File: config.mk
export PLATFORM = sky130hd
export DESIGN_NAME = pinbank_ctrl
export DESIGN_NICKNAME = d
export VERILOG_FILES = /design/src/rtl/pinbank_pkg.sv /design/src/rtl/pinbank_rst_sync.sv /design/src/rtl/pinbank_in_sync.sv /design/src/rtl/pinbank_decode.sv /design/src/rtl/pinbank_drvreg.sv /design/src/rtl/pinbank_cfgreg.sv /design/src/rtl/pinbank_ctrl.sv
export SDC_FILE = /design/constraint.sdc
export NUM_CORES = 1
export LEC_CHECK = 0
export BUFFER_PORTS_ARGS = -buffer_cell sky130_fd_sc_hd__buf_2
export CAP_MARGIN = 10
export CORE_UTILIZATION = 48
export CTS_CLUSTER_DIAMETER = 150
export DETAILED_ROUTE_END_ITERATION = 10
export PLACE_DENSITY = 0.76
export RECOVER_POWER = 25
export SLEW_MARGIN = 10
export SYNTH_ARGS = -nofsm -noshare
export SYNTH_HDL_FRONTEND = slang
export SYNTH_SLANG_ARGS = --single-unit
export TNS_END_PERCENT = 10
File: constraint.sdc
create_clock -name clk -period 4.7 [get_ports clk]
set_input_delay 0.235 -clock clk [delete_from_list [all_inputs] [get_ports clk]]
set_output_delay 0.235 -clock clk [all_outputs]
set_load 0.01 [all_outputs]
File: src/rtl/pinbank_pkg.sv
package pinbank_pkg;

  localparam int BUS_W  = 32;
  localparam int HALF_W = BUS_W / 2;
  localparam int ADDR_W = 12;

  // Register offsets; software depends on these exact values.
  localparam logic [ADDR_W-1:0] OFS_DRV_LO = 12'h000;
  localparam logic [ADDR_W-1:0] OFS_DRV_HI = 12'h004;
  localparam logic [ADDR_W-1:0] OFS_LEVEL  = 12'h060;
  localparam logic [ADDR_W-1:0] OFS_DIR    = 12'h204;
  localparam logic [ADDR_W-1:0] OFS_DRVEN  = 12'h208;

  typedef enum logic [2:0] {
    SEL_NONE,
    SEL_DRV_LO,
    SEL_DRV_HI,
    SEL_LEVEL,
    SEL_DIR,
    SEL_DRVEN
  } reg_sel_e;

  function automatic logic [BUS_W-1:0] impl_mask(int n);
    logic [BUS_W-1:0] m;
    m = '0;
    for (int i = 0; i < BUS_W; i++) begin
      if (i < n) m[i] = 1'b1;
    end
    return m;
  endfunction

endpackage

File: src/rtl/pinbank_rst_sync.sv
module pinbank_rst_sync #(
  parameter int STAGES = 2
) (
  input  logic clk,
  input  logic rst_n,
  output logic rst_ln
);

  logic [STAGES-1:0] chain_q;
  logic [STAGES-1:0] chain_d;

  always_comb begin
    chain_d = {chain_q[STAGES-2:0], 1'b1};
  end

  always_ff @(posedge clk or negedge rst_n) begin
    if (!rst_n) begin
      chain_q <= '0;
    end else begin
      chain_q <= chain_d;
    end
  end

  assign rst_ln = chain_q[STAGES-1];

endmodule

File: src/rtl/pinbank_in_sync.sv
module pinbank_in_sync
  import pinbank_pkg::*;
#(
  parameter int NUM_PINS = 32,
  parameter int STAGES   = 2
) (
  input  logic             clk,
  input  logic             rst_ln,
  input  logic [BUS_W-1:0] pin_in,
  output logic [BUS_W-1:0] level
);

  for (genvar p = 0; p < BUS_W; p++) begin : g_pin
    if (p < NUM_PINS) begin : g_live
      logic [STAGES-1:0] st_q;
      logic [STAGES-1:0] st_d;

      always_comb begin
        st_d = {st_q[STAGES-2:0], pin_in[p]};
      end

      always_ff @(posedge clk or negedge rst_ln) begin
        if (!rst_ln) begin
          st_q <= '0;
        end else begin
          st_q <= st_d;
        end
      end

      assign level[p] = st_q[STAGES-1];
    end else begin : g_absent
      assign level[p] = 1'b0;
    end
  end

endmodule

File: src/rtl/pinbank_decode.sv
module pinbank_decode
  import pinbank_pkg::*;
(
  input  logic [ADDR_W-1:0] addr,
  output reg_sel_e          sel
);

  always_comb begin
    unique case (addr)
      OFS_DRV_LO: sel = SEL_DRV_LO;
      OFS_DRV_HI: sel = SEL_DRV_HI;
      OFS_LEVEL:  sel = SEL_LEVEL;
      OFS_DIR:    sel = SEL_DIR;
      OFS_DRVEN:  sel = SEL_DRVEN;
      default:    sel = SEL_NONE;
    endcase
  end

endmodule

File: src/rtl/pinbank_drvreg.sv
module pinbank_drvreg
  import pinbank_pkg::*;
#(
  parameter logic [BUS_W-1:0] IMPL_MASK = '1
) (
  input  logic             clk,
  input  logic             rst_ln,
  input  logic             wr_lo,
  input  logic             wr_hi,
  input  logic [BUS_W-1:0] wdata,
  output logic [BUS_W-1:0] drv_q
);

  logic [BUS_W-1:0] drv_d;
  logic             drv_en;

  assign drv_en = wr_lo | wr_hi;

  // Upper half of the bus word is an active-low protect mask.
  always_comb begin
    drv_d = drv_q;
    for (int i = 0; i < HALF_W; i++) begin
      if (wr_lo && !wdata[HALF_W+i]) drv_d[i]        = wdata[i];
      if (wr_hi && !wdata[HALF_W+i]) drv_d[HALF_W+i] = wdata[i];
    end
    drv_d = drv_d & IMPL_MASK;
  end

  always_ff @(posedge clk or negedge rst_ln) begin
    if (!rst_ln) begin
      drv_q <= '0;
    end else if (drv_en) begin
      drv_q <= drv_d;
    end
  end

endmodule

File: src/rtl/pinbank_cfgreg.sv
module pinbank_cfgreg
  import pinbank_pkg::*;
#(
  parameter logic [BUS_W-1:0] IMPL_MASK   = '1,
  parameter logic [BUS_W-1:0] STICKY_MASK = '0
) (
  input  logic             clk,
  input  logic             rst_ln,
  input  logic             wr,
  input  logic [BUS_W-1:0] wdata,
  output logic [BUS_W-1:0] cfg_q
);

  logic [BUS_W-1:0] cfg_d;

  // Sticky bits can be set by software but never cleared by it.
  always_comb begin
    cfg_d = (wdata | (cfg_q & STICKY_MASK)) & IMPL_MASK;
  end

  always_ff @(posedge clk or negedge rst_ln) begin
    if (!rst_ln) begin
      cfg_q <= '0;
    end else if (wr) begin
      cfg_q <= cfg_d;
    end
  end

endmodule

File: src/rtl/pinbank_ctrl.sv
module pinbank_ctrl
  import pinbank_pkg::*;
#(
  parameter int               NUM_PINS  = 32,
  parameter logic [BUS_W-1:0] FORCE_OUT = '0,
  parameter int               SYNC_LEN  = 2
) (
  input  logic              clk,
  input  logic              rst_n,
  input  logic [ADDR_W-1:0] bus_addr,
  input  logic              bus_we,
  input  logic [BUS_W-1:0]  bus_wdata,
  output logic [BUS_W-1:0]  bus_rdata,
  input  logic [BUS_W-1:0]  pin_in,
  output logic [BUS_W-1:0]  pin_out,
  output logic [BUS_W-1:0]  pin_oe
);

  localparam logic [BUS_W-1:0] IMPL_MASK  = impl_mask(NUM_PINS);
  localparam logic [BUS_W-1:0] FORCE_MASK = FORCE_OUT & IMPL_MASK;

  logic             rst_sync_n;
  reg_sel_e         sel;
  logic [BUS_W-1:0] level;
  logic [BUS_W-1:0] drv_q;
  logic [BUS_W-1:0] dir_q;
  logic [BUS_W-1:0] den_q;

  pinbank_rst_sync #(.STAGES(2)) u_rst (
    .clk    (clk),
    .rst_n  (rst_n),
    .rst_ln (rst_sync_n)
  );

  pinbank_decode u_dec (
    .addr (bus_addr),
    .sel  (sel)
  );

  pinbank_in_sync #(.NUM_PINS(NUM_PINS), .STAGES(SYNC_LEN)) u_sync (
    .clk    (clk),
    .rst_ln (rst_sync_n),
    .pin_in (pin_in),
    .level  (level)
  );

  pinbank_drvreg #(.IMPL_MASK(IMPL_MASK)) u_drv (
    .clk    (clk),
    .rst_ln (rst_sync_n),
    .wr_lo  (bus_we && sel == SEL_DRV_LO),
    .wr_hi  (bus_we && sel == SEL_DRV_HI),
    .wdata  (bus_wdata),
    .drv_q  (drv_q)
  );

  pinbank_cfgreg #(.IMPL_MASK(IMPL_MASK), .STICKY_MASK(FORCE_MASK)) u_dir (
    .clk    (clk),
    .rst_ln (rst_sync_n),
    .wr     (bus_we && sel == SEL_DIR),
    .wdata  (bus_wdata),
    .cfg_q  (dir_q)
  );

  pinbank_cfgreg #(.IMPL_MASK(IMPL_MASK), .STICKY_MASK('0)) u_den (
    .clk    (clk),
    .rst_ln (rst_sync_n),
    .wr     (bus_we && sel == SEL_DRVEN),
    .wdata  (bus_wdata),
    .cfg_q  (den_q)
  );

  always_comb begin
    unique case (sel)
      SEL_LEVEL: bus_rdata = level;
      SEL_DIR:   bus_rdata = dir_q;
      SEL_DRVEN: bus_rdata = den_q;
      default:   bus_rdata = '0;
    endcase
  end

  assign pin_out = drv_q;
  assign pin_oe  = dir_q & den_q;

endmodule

# [Yosys cells after proc, flatten, opt, wreduce, memory -nomap -nowiden]
# Cells that the tools add are included.
[totals] reg_bits=162 input_bits=79 out_inout_bits=96
[classes] n_eq_ne=9 n_mux=2 bitwise_logic=2 reduce_logical=85
[op_table] operator="32-bit case mux with 3 select lines" n=1
[op_table] operator="2-bit AND reduction" n=32
[op_table] operator="1-bit logical AND" n=36
[op_table] operator="32-bit AND" n=1
[op_table] operator="12-bit by 10-bit equality test with 1-bit output (second input constant)" n=2
[op_table] operator="1-bit logical NOT" n=16
[op_table] operator="3-bit case mux with 5 select lines" n=1
[op_table] operator="12-bit by 3-bit equality test with 1-bit output (second input constant)" n=1
[op_table] operator="12-bit by 7-bit equality test with 1-bit output (second input constant)" n=1
[op_table] operator="12-bit logical NOT" n=1
[op_table] operator="3-bit by 2-bit equality test with 1-bit output (second input constant)" n=2
[op_table] operator="3-bit equality test (second input constant)" n=2
[op_table] operator="3-bit by 1-bit equality test with 1-bit output (second input constant)" n=1
[op_table] operator="1-bit bitwise OR" n=1

# [Depth between registers and ports, before layout]
# Gate-level depths: netlist of the first run.
[depth] ltp_word=6 depth_mapped=6 depth_no_buf=3

# [Cells and area by module]
# Synthesis of the first run repeated with hierarchy kept, for this count alone.
[unflattened] cells_unflattened=462 hier_area_um2=7329.5
[modules_own_cells] module="pinbank_cfgreg" n_inst=2 cells_each=68 area_each_um2=1345.0 seq_area_each_um2=800.8
[modules_own_cells] module="pinbank_in_sync" n_inst=1 cells_each=96 area_each_um2=1841.8 seq_area_each_um2=1601.5
[modules_own_cells] module="pinbank_drvreg" n_inst=1 cells_each=98 area_each_um2=1480.2 seq_area_each_um2=800.8
[modules_own_cells] module="pinbank_ctrl" n_inst=1 cells_each=114 area_each_um2=1162.4 seq_area_each_um2=0.0
[modules_own_cells] module="pinbank_decode" n_inst=1 cells_each=15 area_each_um2=101.3 seq_area_each_um2=0.0
[modules_own_cells] module="pinbank_rst_sync" n_inst=1 cells_each=3 area_each_um2=53.8 seq_area_each_um2=50.0

# [Worst setup path after synthesis of the first run]
# OpenSTA, ideal clock, no wires.
[synth_timing] kind="in2reg" start="in bus_addr[3]" end="reg u_drv.drv_q[10]" setup_ns=0.128 arrival_ns=1.575 t_required_ns=4.572 setup_slack_ns=2.997 cell_stages=5 path_buffers=2 cell_sequence="buf_6 > or4_4 > buf_6 > nor4_1 > mux2_1"
[synth_via] elab_chain_len=6 word_cells_on_any_way=13 cone_classes="eq/ne (6); mux (1); bitwise (1); reduce/logical (5)"
[synth_lines] item="start, declared" line_no="pinbank_ctrl.sv:10" source="input logic [ADDR_W-1:0] bus_addr,"
[synth_lines] item="12-bit by 10-bit equality test with 1-bit output (tied with other cells)" line_no="pinbank_decode.sv:9" source="unique case (addr)"
[synth_lines] item="3-bit case mux with 5 select lines (*)" line_no="pinbank_decode.sv:9"
[synth_lines] item="3-bit by 1-bit equality test with 1-bit output / 3-bit by 2-bit equality test with 1-bit output (equally long branches)" line_no="pinbank_ctrl.sv:50, pinbank_ctrl.sv:51"
[synth_lines] item="1-bit logical AND (on tied branches)" line_no="pinbank_ctrl.sv:50, pinbank_ctrl.sv:51"
[synth_lines] item="1-bit bitwise OR / 1-bit logical AND (equally long branches)" line_no="pinbank_drvreg.sv:17, pinbank_drvreg.sv:23"
[synth_lines] item="2-bit AND reduction (no source line) (*)"
[synth_lines] item="end signal, assigned" line_no="pinbank_drvreg.sv:33" source="drv_q <= drv_d;"
[synth_lines] item="end, declared" line_no="pinbank_drvreg.sv:11" source="output logic [BUS_W-1:0] drv_q"
# Mark *: on every way between the ends. The rest lies on a longest branch, timed or not.
# A chain may end at the register's enable or synchronous reset.

# [Final worst setup path of the first run]
[layout_timing] start="in bus_addr[4]" end="out bus_rdata[26]"
[layout_via] elab_chain_len=4 word_cells_on_any_way=10 cone_classes="eq/ne (7); mux (2); reduce/logical (1)"
[layout_lines] item="12-bit by 10-bit equality test with 1-bit output (tied with other cells)" line_no="pinbank_decode.sv:9"
[layout_lines] item="3-bit case mux with 5 select lines (*)" line_no="pinbank_decode.sv:9"
[layout_lines] item="3-bit equality test / 3-bit by 2-bit equality test with 1-bit output (equally long branches)" line_no="pinbank_ctrl.sv:73" source="unique case (sel)"
[layout_lines] item="32-bit case mux with 3 select lines (*)" line_no="pinbank_ctrl.sv:73"
[layout_lines] item="end, declared" line_no="pinbank_ctrl.sv:13" source="output logic [BUS_W-1:0] bus_rdata,"
# Marked as above.

==> metrics.md, run 1 <==
| Metric | Value |
|---|---|
| CP startpoint kind | primary input |
| #FFs+latches synth | 162 |
| Synthesized Nets | 639 |
| Initial antenna violation count | 2 |
| Crit-path max FO | 51 |
| Avg Cell Area, Syn | 12.41 um2 |
| Critical Path End Type | output pin |
| Static Leak | 4.431 nW |
| WP data arrival | 2520 ps |
| First DRT Iteration DRCs | 369 |
| Pre-CTS WS | 1712 ps |
| Row cnt | 43 |
| First-pass GRT wire length | 29110 um |
| Gp weighted congestion | 0.7924 |
| Post-synthesis instance total | 560 |
| Via count | 5306 |
| Status | finished, final reports clean |
| WS Path Type | primary input to output pin |
| R2R depth | 1 |
| Power share of the sequential group | 46.8% |
| Normalized max-slew margin | 12.01% |
| Layout Nets | 828 |
| Clock power frac | 48.4% |
| Period utilisation layout | 58.53% |
| Area of the mapped netlist | 6952 um2 |
| Area delta synth->final | 27.93% |
| Wire length per cell | 20.17 um |
| Clock Pin Slew Worst Setup and Hold Paths | 60 ps |
| Clock Path Buffers | 2 |
| TritonCTS clock tree | done |
| MaxCap Viol Count | 0 |
| Final count of pins violating max slew | 0 |
| Least-Margin Pin Slew | 1320 ps |
| Port Buffers | 174 |
| Hpwl dp | 12200 um |
| Synth top area cells | dfrtp_1, mux2_1, and2_1 |
| Internal | 2.434 mW |
| GRT Resource Usage Total | 26.34% |
| H-tree depth | 4 |
| Post-synth top flop | dfrtp_1 |
| Setup total negative slack | 0 ps |
| Fillers | 1084 |
| Tmin final | 2751 ps |
| Worst Hold Depth | 2 |
| Final hold slack | 70.10 ps |
| Psw | 0.6441 mW |
| Core area | 13990 um2 |
| GRT overflow | 0 |
| Peak VDD IR | 0.2896 mV |
| Largest area contributor in the netlist | dfrtp_1 |
| Die Height | 122.3 um |
| Layout Skew | 5.631 ps |
| Post-synth top cells | dfrtp_1, mux2_1, and2_1, nand2_1, nand4_1 |
| Number of hold violations in the final report | 0 |
| Top-count cell post-synth | dfrtp_1 |
| Final wirelength | 19020 um |
| Largest net degree at the start of global routing | 131 |
| Yosys cell types | 25 |
| Number of global-route vias before repair | 5563 |
| Post-CTS Setup Inserts | 0 |
| RSZ-0062 raised after global routing | no |
| Worst setup margin | 1949 ps |
| Worst Path Required | 4470 ps |
| Number of remaining DRC errors | 0 |
| Initial Util | 49.70% |
| Worst Hold Class | primary input to flop |
| Clock tree sinks | 162 |
| Root buf cell | clkbuf_16 |
| Post-synth ARST share | 100.0% |
| Maximum clock frequency | 363.5 MHz |
| Clock Latency Late Sink | 420 ps |
| Combinational share of power | 4.8% |
| Power density over cell area | 346.2 nW/um2 |
| Post-route ant nets | 0 |
| Top Ports | 175 |
| Switch share | 20.92% |
| Die width | 122.3 um |
| Post-synth top area share | 58.32% |
| Layout cells sized above 1 | 27.99% |
| CTS Buf Count | 17 |
| DRT Pass-1 Iters | 5 |
| Yosys warns | 0 |
| Sequential area share after synthesis | 58.32% |
| Post-synth EDFFs | 0 |
| Post-DR vias/cell | 5.627 |
| Post-layout util | 63.58% |
| Final setup fails | 0 |
| Die Area | 14970 um2 |
## state kept, by name, indices dropped and copies added (netlist names)
| signal | count |
|---|---|
| u_dir.cfg_q | 32 |
| u_sync.g_pin.g_live.st_q | 64 |
| u_rst.chain_q | 2 |
| u_den.cfg_q | 32 |
| u_drv.drv_q | 32 |
## layer usage
| layer | GRT usage [%] | wire length (um) | vias up |
|---|---|---|---|
| li1 | - | - | 2402 |
| met4 | 8.003 | 255 | 0 |
| met3 | 7.388 | 1380 | 20 |
| met5 | 0 | 0 | - |
| met2 | 44.80 | 9562 | 210 |
| met1 | 32.45 | 7818 | 2674 |
## worst paths after layout
path | from | to | slack (ps)
max | bus_addr[4] | bus_rdata[26] | 1950
min | bus_wdata[29] | u_dir.cfg_q[29] | 70
max reg2reg | u_rst.chain_q[1] | u_drv.drv_q[20] | 2870
min reg2reg | u_sync.g_pin[0].g_live.st_q[0] | u_sync.g_pin[0].g_live.st_q[1] | 350
max in group asynchronous | u_rst.chain_q[1] | u_drv.drv_q[20] | 2870
min in group asynchronous | rst_n | u_rst.chain_q[0] | 130
## power by group through the flow
stage	Clock (mW)	Sequential (mW)	Combinational [mW]
2_1_floorplan	0	1.48	0.0373
3_3_place_gp	0	1.47	0.120
3_5_place_dp	0	1.47	0.126
4_1_cts	1.51	1.44	0.148
5_1_grt	1.57	1.44	0.161
6_report	1.49	1.44	0.148
## cells by family (layout without fill, tap and decap cells)
group           after synthesis  after routing  share of synthesized area (%)
simple gates                224            224                          18.92
flops                       162            162                          58.32
mux                          96             96                          15.55
buf+inv                      45            246                          3.132
compound gates               32             32                          4.032
other cells                   1              3                        0.05394
## stage by stage
| stage | power [mW] | area, um2 | instances |
|---|---|---|---|
| CTS | 3.103 | 8900 | 941 |
| finish | 3.079 | 8894 | 943 |
| global route | 3.177 | 8889 | 941 |
| floorplan | 1.515 | 6953 | 560 |
| detailed placement | 1.593 | 7936 | 877 |
| global placement | 1.586 | 7936 | 877 |
## placed cells by master, fill, tap and decap left out, types with 3 or more instances in the layout
master and instances:
and2_1 65, buf_2 166, buf_4 7, bufinv_16 5, clkbuf_1 10, clkbuf_16 17
clkinv_2 4, dfrtp_1 162, dlygate4sd3_1 33, mux2_1 96, nand2_1 64, nand2b_1 3
nand4_1 58, nor2b_1 13, nor4_1 6, o221ai_1 32
## timing repair
item                                   4_1_cts  5_1_grt
hold buffers                                33        0
resized for setup                            0        0
endpoints found under the hold margin       34        0
## final cells by class
cell class	instances	area, um2	share of cell area (%)
Sequential cell	162	4054	45.58
Tap cell	180	225.2	2.532
Clock buffer	20	446.7	5.023
Antenna cell	2	5.005	0.05627
Multi-Input combinational cell	353	2713	30.50
Timing Repair Buffer	215	1264	14.21
Clock inverter	11	186.4	2.096
## worst max-delay path, cell delays in order
cell and delay (ps):
buf_2 120, nor4_4 680, buf_4 600, nand3b_1 130, buf_4 290, o221ai_1 240, buf_2 180
Note: power is estimated with default switching activity, not from simulation.
==> run 2, diff against run 1 <==
--- a/config.mk
+++ b/config.mk
@@ -5,12 +5,13 @@
 export SDC_FILE = /design/constraint.sdc
 export NUM_CORES = 1
 export LEC_CHECK = 0
+export ABC_AREA = 1
 export BUFFER_PORTS_ARGS = -buffer_cell sky130_fd_sc_hd__buf_2
 export CAP_MARGIN = 10
 export CORE_UTILIZATION = 48
 export CTS_CLUSTER_DIAMETER = 150
 export DETAILED_ROUTE_END_ITERATION = 10
-export PLACE_DENSITY = 0.76
+export PLACE_DENSITY = 0.77
 export RECOVER_POWER = 25
 export SLEW_MARGIN = 10
 export SYNTH_ARGS = -nofsm -noshare
==> constraint.sdc (replaced) <==
create_clock -name clk -period 2.5 [get_ports clk]
set_input_delay 0.125 -clock clk [delete_from_list [all_inputs] [get_ports clk]]
set_output_delay 0.125 -clock clk [all_outputs]
set_load 0.01 [all_outputs]
==> run 2 against run 1 <==
Combinational power rose by 86%. Critical endpoint is now bus_rdata[16]. Critical path depth rose by 4. Power is 85% higher. Cell area increased by 1.3%. Sequential power grew 88%. Sequential share of layout area is 0.56 points lower. Routed wire length shrank 8.5%. Core utilization grew 3.7 points. Largest power group unchanged. First-iteration DRC count increased by 8.4%. Largest cell class unchanged. Die area shrank 3.9%. Area after synthesis shrank 4.0%.
==> metrics.md, run 2 <==
| Metric | Value |
|---|---|
| Status | finished, final reports clean |
| Core area | 13400 um2 (-4.2%) |
| Area of the mapped netlist | 6673 um2 (-4.0%) |
| Normalized max-slew margin | 31.82% (+20 points) |
| DRT Pass-1 Iters | 5 (unchanged) |
| Power density over cell area | 633.5 nW/um2 (+83%) |
| Final hold slack | 11.17 ps (-58.92 ps) |
| Wire length per cell | 15.04 um (-25%) |
| Most used cell, CP | nand2_1 |
| Static Leak | 5.076 nW (+15%) |
| Final wirelength | 17400 um (-8.5%) |
| Cell area after layout | 9012 um2 (+1.3%) |
| Sequence of cells on the critical path | buf_2 > nor2_1 > nand2_2 > inv_2 > nand3_2 > inv_2 > nand2_1 > nand2_1 > inv_1 > nand2_1 > buf_2 |
| Worst setup margin | 683.2 ps (-1266 ps) |
| Sequential area share after synthesis | 60.75% (+2.4 points) |
| Worst Hold Depth | 3 (+1) |
| Yosys cell types | 22 (-12%) |
| Clock tree sinks | 162 (unchanged) |
| Ant. Diodes | 0 (-2) |
| Area delta synth->final | 35.06% |
| CP startpoint kind | primary input |
| Hpwl dp | 10510 um (-14%) |
| Number of remaining DRC errors | 0 (unchanged) |
| Largest Register | u_sync.g_pin.g_live.st_q |
| MaxCap Viol Count | 0 (unchanged) |
| #FFs+latches synth | 162 (unchanged) |
| Number of global-route vias before repair | 5909 (+6.2%) |
| Commonest non-fill, non-tap cell in the layout | nand2_1 |
| Post-DR vias/cell | 5.003 (-11%) |
| Number of hold violations in the final report | 0 (unchanged) |
| Clock Latency Late Sink | 410 ps (about the same) |
| Die Area | 14380 um2 (-3.9%) |
| Final count of pins violating max slew | 0 (unchanged) |
| CTS Buf Count | 17 (unchanged) |
| RSZ-0062 raised after global routing | no |
| Gp weighted congestion | 0.7821 (-1.3%) |
| WP data arrival | 1690 ps (-830 ps) |
| Worst Hold Class | primary input to flop |
| Row cnt | 42 (-2.3%) |
| Critical Path End Type | output pin |
| Setup total negative slack | 0 ps (unchanged) |
| Post-synth ARST share | 100.0% (unchanged) |
| Post-synth top flop | dfrtp_1 |
| Layout Skew | 8.797 ps (+3.166 ps) |
| Post-synth EDFFs | 0 (unchanged) |
| Crit-path max FO | 32 (-37%) |
| CP Depth | 11 (+4) |
| Slowest CP cell | inv_2 |
| TritonCTS clock tree | done |
| Layout Nets | 1048 (+27%) |
| Via count | 5788 (+9.1%) |
| Post-route ant nets | 0 (unchanged) |
| Yosys warns | 0 (unchanged) |
| Clock Pin Slew Worst Setup and Hold Paths | 60 ps (about the same) |
| Port Buffers | 174 (unchanged) |
| Die width | 119.9 um (-2.0%) |
| GRT overflow | 0 (unchanged) |
| GRT Resource Usage Total | 26.11% (-0.24 points) |
| Synthesized Nets | 800 (+25%) |
| Post-layout util | 67.25% (+3.7 points) |
| First DRT Iteration DRCs | 400 (+8.4%) |
| Maximum clock frequency | 550.4 MHz |
| Area post-placement | 7615 um2 (-4.1%) |
| Pre-CTS WS | 564.0 ps (-1148 ps) |
| Least-Margin Pin Slew | 1021 ps (-299.1 ps) |
| Layout cells sized above 1 | 24.57% (-3.4 points) |
| Largest area contributor in the netlist | dfrtp_1 |
| H-tree depth | 4 (unchanged) |
| Avg Cell Area, Syn | 9.255 um2 (-25%) |
| Crit-path max cell delay | 530 ps (-150 ps) |
| Max FFs per register | 64 (unchanged) |
| Initial Util | 49.79% (+0.099 points) |
| Root buf cell | clkbuf_16 |
| Post-synthesis instance total | 721 (+29%) |
| WS Path Type | primary input to output pin |
| Buffer and inverter count on the worst path | 5 (+1) |
| Synth top area cells | dfrtp_1, nand2_1, o21ai_1 |
| Worst path top cell family by delay | buffers and inverters |
| Final setup fails | 0 (unchanged) |
| First-pass GRT wire length | 28670 um (-1.5%) |
| Most frequent cells in the layout | nand2_1, buf_2, dfrtp_1 |
| Fillers | 1052 (-3.0%) |
| Initial antenna violation count | 0 (-2) |
| Largest net degree at the start of global routing | 86 (-34%) |
| Post-synth top cells | nand2_1, dfrtp_1, inv_1, o21ai_1, nand3_1 |
| Die Height | 119.9 um (-2.0%) |
| Worst Path Required | 2380 ps (-2090 ps) |
| Post-synth top area share | 60.75% (+2.4 points) |
| Period utilisation layout | 72.67% |
| Top Ports | 175 (unchanged) |
| Clock Path Buffers | 2 (unchanged) |
| Peak VDD IR | 0.5332 mV (+84%) |
| R2R depth | 3 (+2) |
| Tmin final | 1817 ps |
| Top-count cell post-synth | nand2_1 |
run 2: cell types whose count changed after synthesis, moves of 26 or more:
cell	previous run	this run
nand2_1	65	252
mux2_1	96	0
inv_1	0	80
o21ai_1	0	67
and2_1	65	0
nand3_1	0	59
o221ai_1	32	0
nand4_1	58	27
clkbuf_1	26	0
run 2: final timing paths:
path                                                start                              to  slack, ps
max                                           bus_addr[5]                   bus_rdata[16]        680
min                                          bus_wdata[6]                 u_drv.drv_q[22]         10
max reg2reg                               u_drv.drv_q[15]                 u_drv.drv_q[15]       1270
min reg2reg                u_sync.g_pin[4].g_live.st_q[0]  u_sync.g_pin[4].g_live.st_q[1]        340
max in group asynchronous                u_rst.chain_q[1]                  u_den.cfg_q[5]       1760
min in group asynchronous                           rst_n                u_rst.chain_q[1]         30
run 2: final cells by class:
class | count | area, um2 | share of cell area [%]
Clock inverter | 9 | 155.1 | 1.722
Timing Repair Buffer | 259 | 1737 | 19.27
Clock buffer | 22 | 474.2 | 5.262
Sequential cell | 162 | 4058 | 45.02
Inverter | 84 | 316.6 | 3.512
Multi-Input combinational cell | 445 | 2052 | 22.77
Tap cell | 176 | 220.2 | 2.443
run 2: kinds of logic after synthesis:
family	Yosys count	synth area share [%]
other	1	0.05620
and+or+nand+nor	364	24.30
buffers and inverters	114	8.494
DFF	162	60.75
AOI/OAI and AO/OA	80	6.394
run 2: repair_timing:
action | 4_1_cts | 5_1_grt
setup buffers | 0 | 0
hold buffers | 77 | 0
gates resized for setup | 0 | 0
endpoints found under the hold margin | 78 | 0
run 2: where the power goes:
group / switching [mW] / leakage (nW) / internal [mW]
registers: 0.0202 / 2.11 / 2.68
clock network: 0.984 / 0.306 / 1.75
logic: 0.147 / 2.66 / 0.129
run 2: metal layers:
layer / share of wire, % / track usage [%] / wire, um / up-vias
met3: 7.1 / 7.414 / 1236 / 26
li1: - / - / - / 2778
met2: 49 / 43.14 / 8544 / 223
met4: 1.9 / 10.47 / 336 / 0
met1: 42 / 32.23 / 7282 / 2761
met5: 0 / 0 / 0 / -
run 2: stage by stage:
step	instances	power, mW
after floorplan	721	2.828
after global placement	1049	2.944
after detailed placement	1049	2.950
after CTS	1157	5.763
after global routing	1157	5.908
final	1157	5.709
run 2: worst min-delay path: stages:
cell     delay, ps
buf_2          130
nand3_1         80
nand2_1         50
==> run 3, diff against run 2 <==
--- a/config.mk
+++ b/config.mk
@@ -5,13 +5,13 @@
 export SDC_FILE = /design/constraint.sdc
 export NUM_CORES = 1
 export LEC_CHECK = 0
-export ABC_AREA = 1
+export ABC_AREA = 0
 export BUFFER_PORTS_ARGS = -buffer_cell sky130_fd_sc_hd__buf_2
 export CAP_MARGIN = 10
 export CORE_UTILIZATION = 48
 export CTS_CLUSTER_DIAMETER = 150
 export DETAILED_ROUTE_END_ITERATION = 10
-export PLACE_DENSITY = 0.77
+export PLACE_DENSITY = 0.73
 export RECOVER_POWER = 25
 export SLEW_MARGIN = 10
 export SYNTH_ARGS = -nofsm -noshare
==> constraint.sdc (replaced) <==
create_clock -name clk -period 1.7 [get_ports clk]
set_input_delay 0.085 -clock clk [delete_from_list [all_inputs] [get_ports clk]]
set_output_delay 0.085 -clock clk [all_outputs]
set_load 0.01 [all_outputs]
==> run 3 against run 2 <==
Via count fell by 3.4%. Worst setup slack got worse by 620 ps. Non-clock buffer count rose by 8. Clock skew rose by 1.2 ps. Power rose by 43%. Sequential power rose by 47%. Sequential share of layout area fell by 1.9 points. Clock power rose by 34%. First-iteration DRC count rose by 8.8%. Combinational power rose by 84%. Critical path type unchanged. Highest routed layer is now met5.
==> metrics.md, run 3 (synthesis gave the netlist of run 1 again) <==
| Metric | Value |
|---|---|
| Worst setup path start | bus_addr[3] |
| Clock Latency Late Sink | 430 ps (+20 ps) |
| Via count | 5593 (-3.4%) |
| Final wirelength | 19080 um (+9.6%) |
| Clock Pin Slew Worst Setup and Hold Paths | 70 ps (about the same) |
| Die Area | 14970 um2 (+4.1%) |
| Clock power frac | 44.9% (-2.9 points) |
| Largest Register | u_sync.g_pin.g_live.st_q |
| Clock tree sinks | 162 (unchanged) |
| Initial Util | 49.70% (-0.099 points) |
| Layout Nets | 880 (-16%) |
| TritonCTS clock tree | done |
| Root buf cell | clkbuf_16 |
| RSZ-0062 raised after global routing | no |
| Origin of the critical flop-to-flop path | u_rst.chain_q[1] |
| Setup total negative slack | 0 ps (unchanged) |
| Pwr Total | 8.142 mW (+43%) |
| Status | finished, final reports clean |
| Ant. Diodes | 0 (unchanged) |
| Crit-path max FO | 22 (-31%) |
| Sequence of cells on the critical path | buf_2 > buf_12 > nor4bb_4 > buf_12 > nand2_1 > o221ai_1 > buf_2 |
| Combinational share of power | 6.3% (+1.5 points) |
| Critical Path End Type | output pin |
| Peak VDD IR | 0.7117 mV (+33%) |
| Multi-input gate area | 2723 um2 (+33%) |
| R2R depth | 1 (-2) |
| WS Path Type | primary input to output pin |
| Area delta synth->final | 35.37% |
| Max FFs per register | 64 (unchanged) |
| Die width | 122.3 um (+2.0%) |
| WP data arrival | 1550 ps (-140 ps) |
| Die Height | 122.3 um (+2.0%) |
| Post-DR vias/cell | 5.627 (+12%) |
| Post-layout util | 67.27% (about the same) |
| Gp weighted congestion | 0.8332 (+6.5%) |
| Psw | 1.896 mW (+65%) |
| Tmin final | 1632 ps |
| Layout Skew | 9.954 ps (+1.158 ps) |
| Wire length per cell | 19.19 um (+28%) |
| Least-Margin Pin Slew | 840.3 ps (-180.4 ps) |
| Power density over cell area | 865.3 nW/um2 (+37%) |
| Internal | 6.246 mW (+37%) |
| Commonest non-fill, non-tap cell in the layout | buf_2 |
| Post-route ant nets | 0 (unchanged) |
| Initial antenna violation count | 1 (+1) |
| First-pass GRT wire length | 30030 um (+4.7%) |
| Static Leak | 4.678 nW (-7.9%) |
| Fillers | 1041 (-1.0%) |
| CP startpoint kind | primary input |
| CTS Buf Count | 17 (unchanged) |
| Normalized max-slew margin | 43.98% (+12 points) |
| Core area | 13990 um2 (+4.4%) |
| GRT Resource Usage Total | 26.77% (+0.67 points) |
| Most frequent cells in the layout | buf_2, dfrtp_1, mux2_1 |
| Final count of pins violating max slew | 0 (unchanged) |
| Slowest CP cell | nor4bb_4 |
| Layout cells sized above 1 | 29.73% (+5.2 points) |
| Number of global-route vias before repair | 5829 (-1.4%) |
| H-tree depth | 4 (unchanged) |
| Port Buffers | 174 (unchanged) |
| DRT Pass-1 Iters | 7 (+2) |
| Final setup fails | 0 (unchanged) |
| Power share of the sequential group | 48.8% (+1.5 points) |
| Total area of sequential cells | 4054 um2 (about the same) |
| GRT overflow | 0 (unchanged) |
| Period utilisation layout | 96.02% |
| Number of hold violations in the final report | 0 (unchanged) |
| Clock Path Buffers | 2 (unchanged) |
| First DRT Iteration DRCs | 435 (+8.8%) |
| Crit-path max cell delay | 370 ps (-160 ps) |
| Largest net degree at the start of global routing | 94 (+9.3%) |
| Row cnt | 43 (+2.4%) |
| Switch share | 23.29% (+3.1 points) |
| Worst Hold Class | flop to async pin |
| Top Ports | 175 (unchanged) |
| Maximum clock frequency | 612.6 MHz |
| Hpwl dp | 12500 um (+19%) |
| MaxCap Viol Count | 0 (unchanged) |
| Worst Path Required | 1620 ps (-760 ps) |
| Number of remaining DRC errors | 0 (unchanged) |
==> run 3: changes by cell type in the layout (fill, tap and decap cells not counted), sizes merged, moves of 13 or more <==
cell / change
buf: +19
nand2: -192
mux2: +96
nand3: -62
nor2b: +13
inv: -78
o221ai: +32
nor2: -16
and2: +65
nand4: +30
o21ai: -80
==> run 3: what timing repair did <==
action	CTS	global route
resized for setup	0	4
hold buffers	66	0
setup endpoints to repair	0	6
setup buffers	0	0
endpoints found under the hold margin	130	0
==> run 3: layout make-up <==
| class | count | share of cell area [%] |
|---|---|---|
| timing repair buffer | 267 | 19.56 |
| multi-input combinational | 353 | 28.93 |
| clock buffer | 19 | 4.707 |
| clock inverter | 13 | 1.330 |
| tap | 180 | 2.393 |
| sequential | 162 | 43.08 |
==> run 3: worst paths after layout <==
check                                                 end  slack (ps)
setup / recovery                            bus_rdata[23]          70
hold / removal             u_sync.g_pin[7].g_live.st_q[0]         110
setup reg to reg                          u_drv.drv_q[18]         410
hold reg to reg            u_sync.g_pin[7].g_live.st_q[0]         110
max in group asynchronous                 u_drv.drv_q[18]         410
min in group clk                          u_drv.drv_q[14]         190
==> run 3: routing by layer <==
layer | wire, um | global-route usage (%) | part of all wire, %
met5 | 13 | 0 | 0.068
met4 | 340 | 10.29 | 1.8
met3 | 1252 | 5.809 | 6.6
met2 | 9566 | 45.12 | 50
met1 | 7903 | 33.60 | 41
==> run 3: critical path, delay by kind of cell <==
family | cells | cell delay (ps)
buffers and inverters | 4 | 750
and+or+nand+nor | 2 | 450
AOI/OAI and AO/OA | 1 | 240
==> run 3: through the flow <==
stage / hold slack, ps / instance area (um2) / cells / setup WS [ps]
after floorplan: -210.6 / 6955 / 560 / 17.82
after global placement: -129.8 / 8179 / 896 / 7.456
after detailed placement: -127.2 / 8179 / 896 / -27.93
after CTS: 130.7 / 9408 / 994 / 50.70
after global routing: 139.3 / 9410 / 994 / 11.39
final: 113.0 / 9410 / 994 / 67.69
==> run 3: power groups by stage <==
stage	Sequential [mW]	Combinational [mW]	Clock, mW
floorplan	4.09	0.103	0
global placement	4.04	0.376	0
detailed placement	4.05	0.391	0
CTS	3.98	0.510	3.73
global route	3.98	0.552	3.89
finish	3.98	0.509	3.66
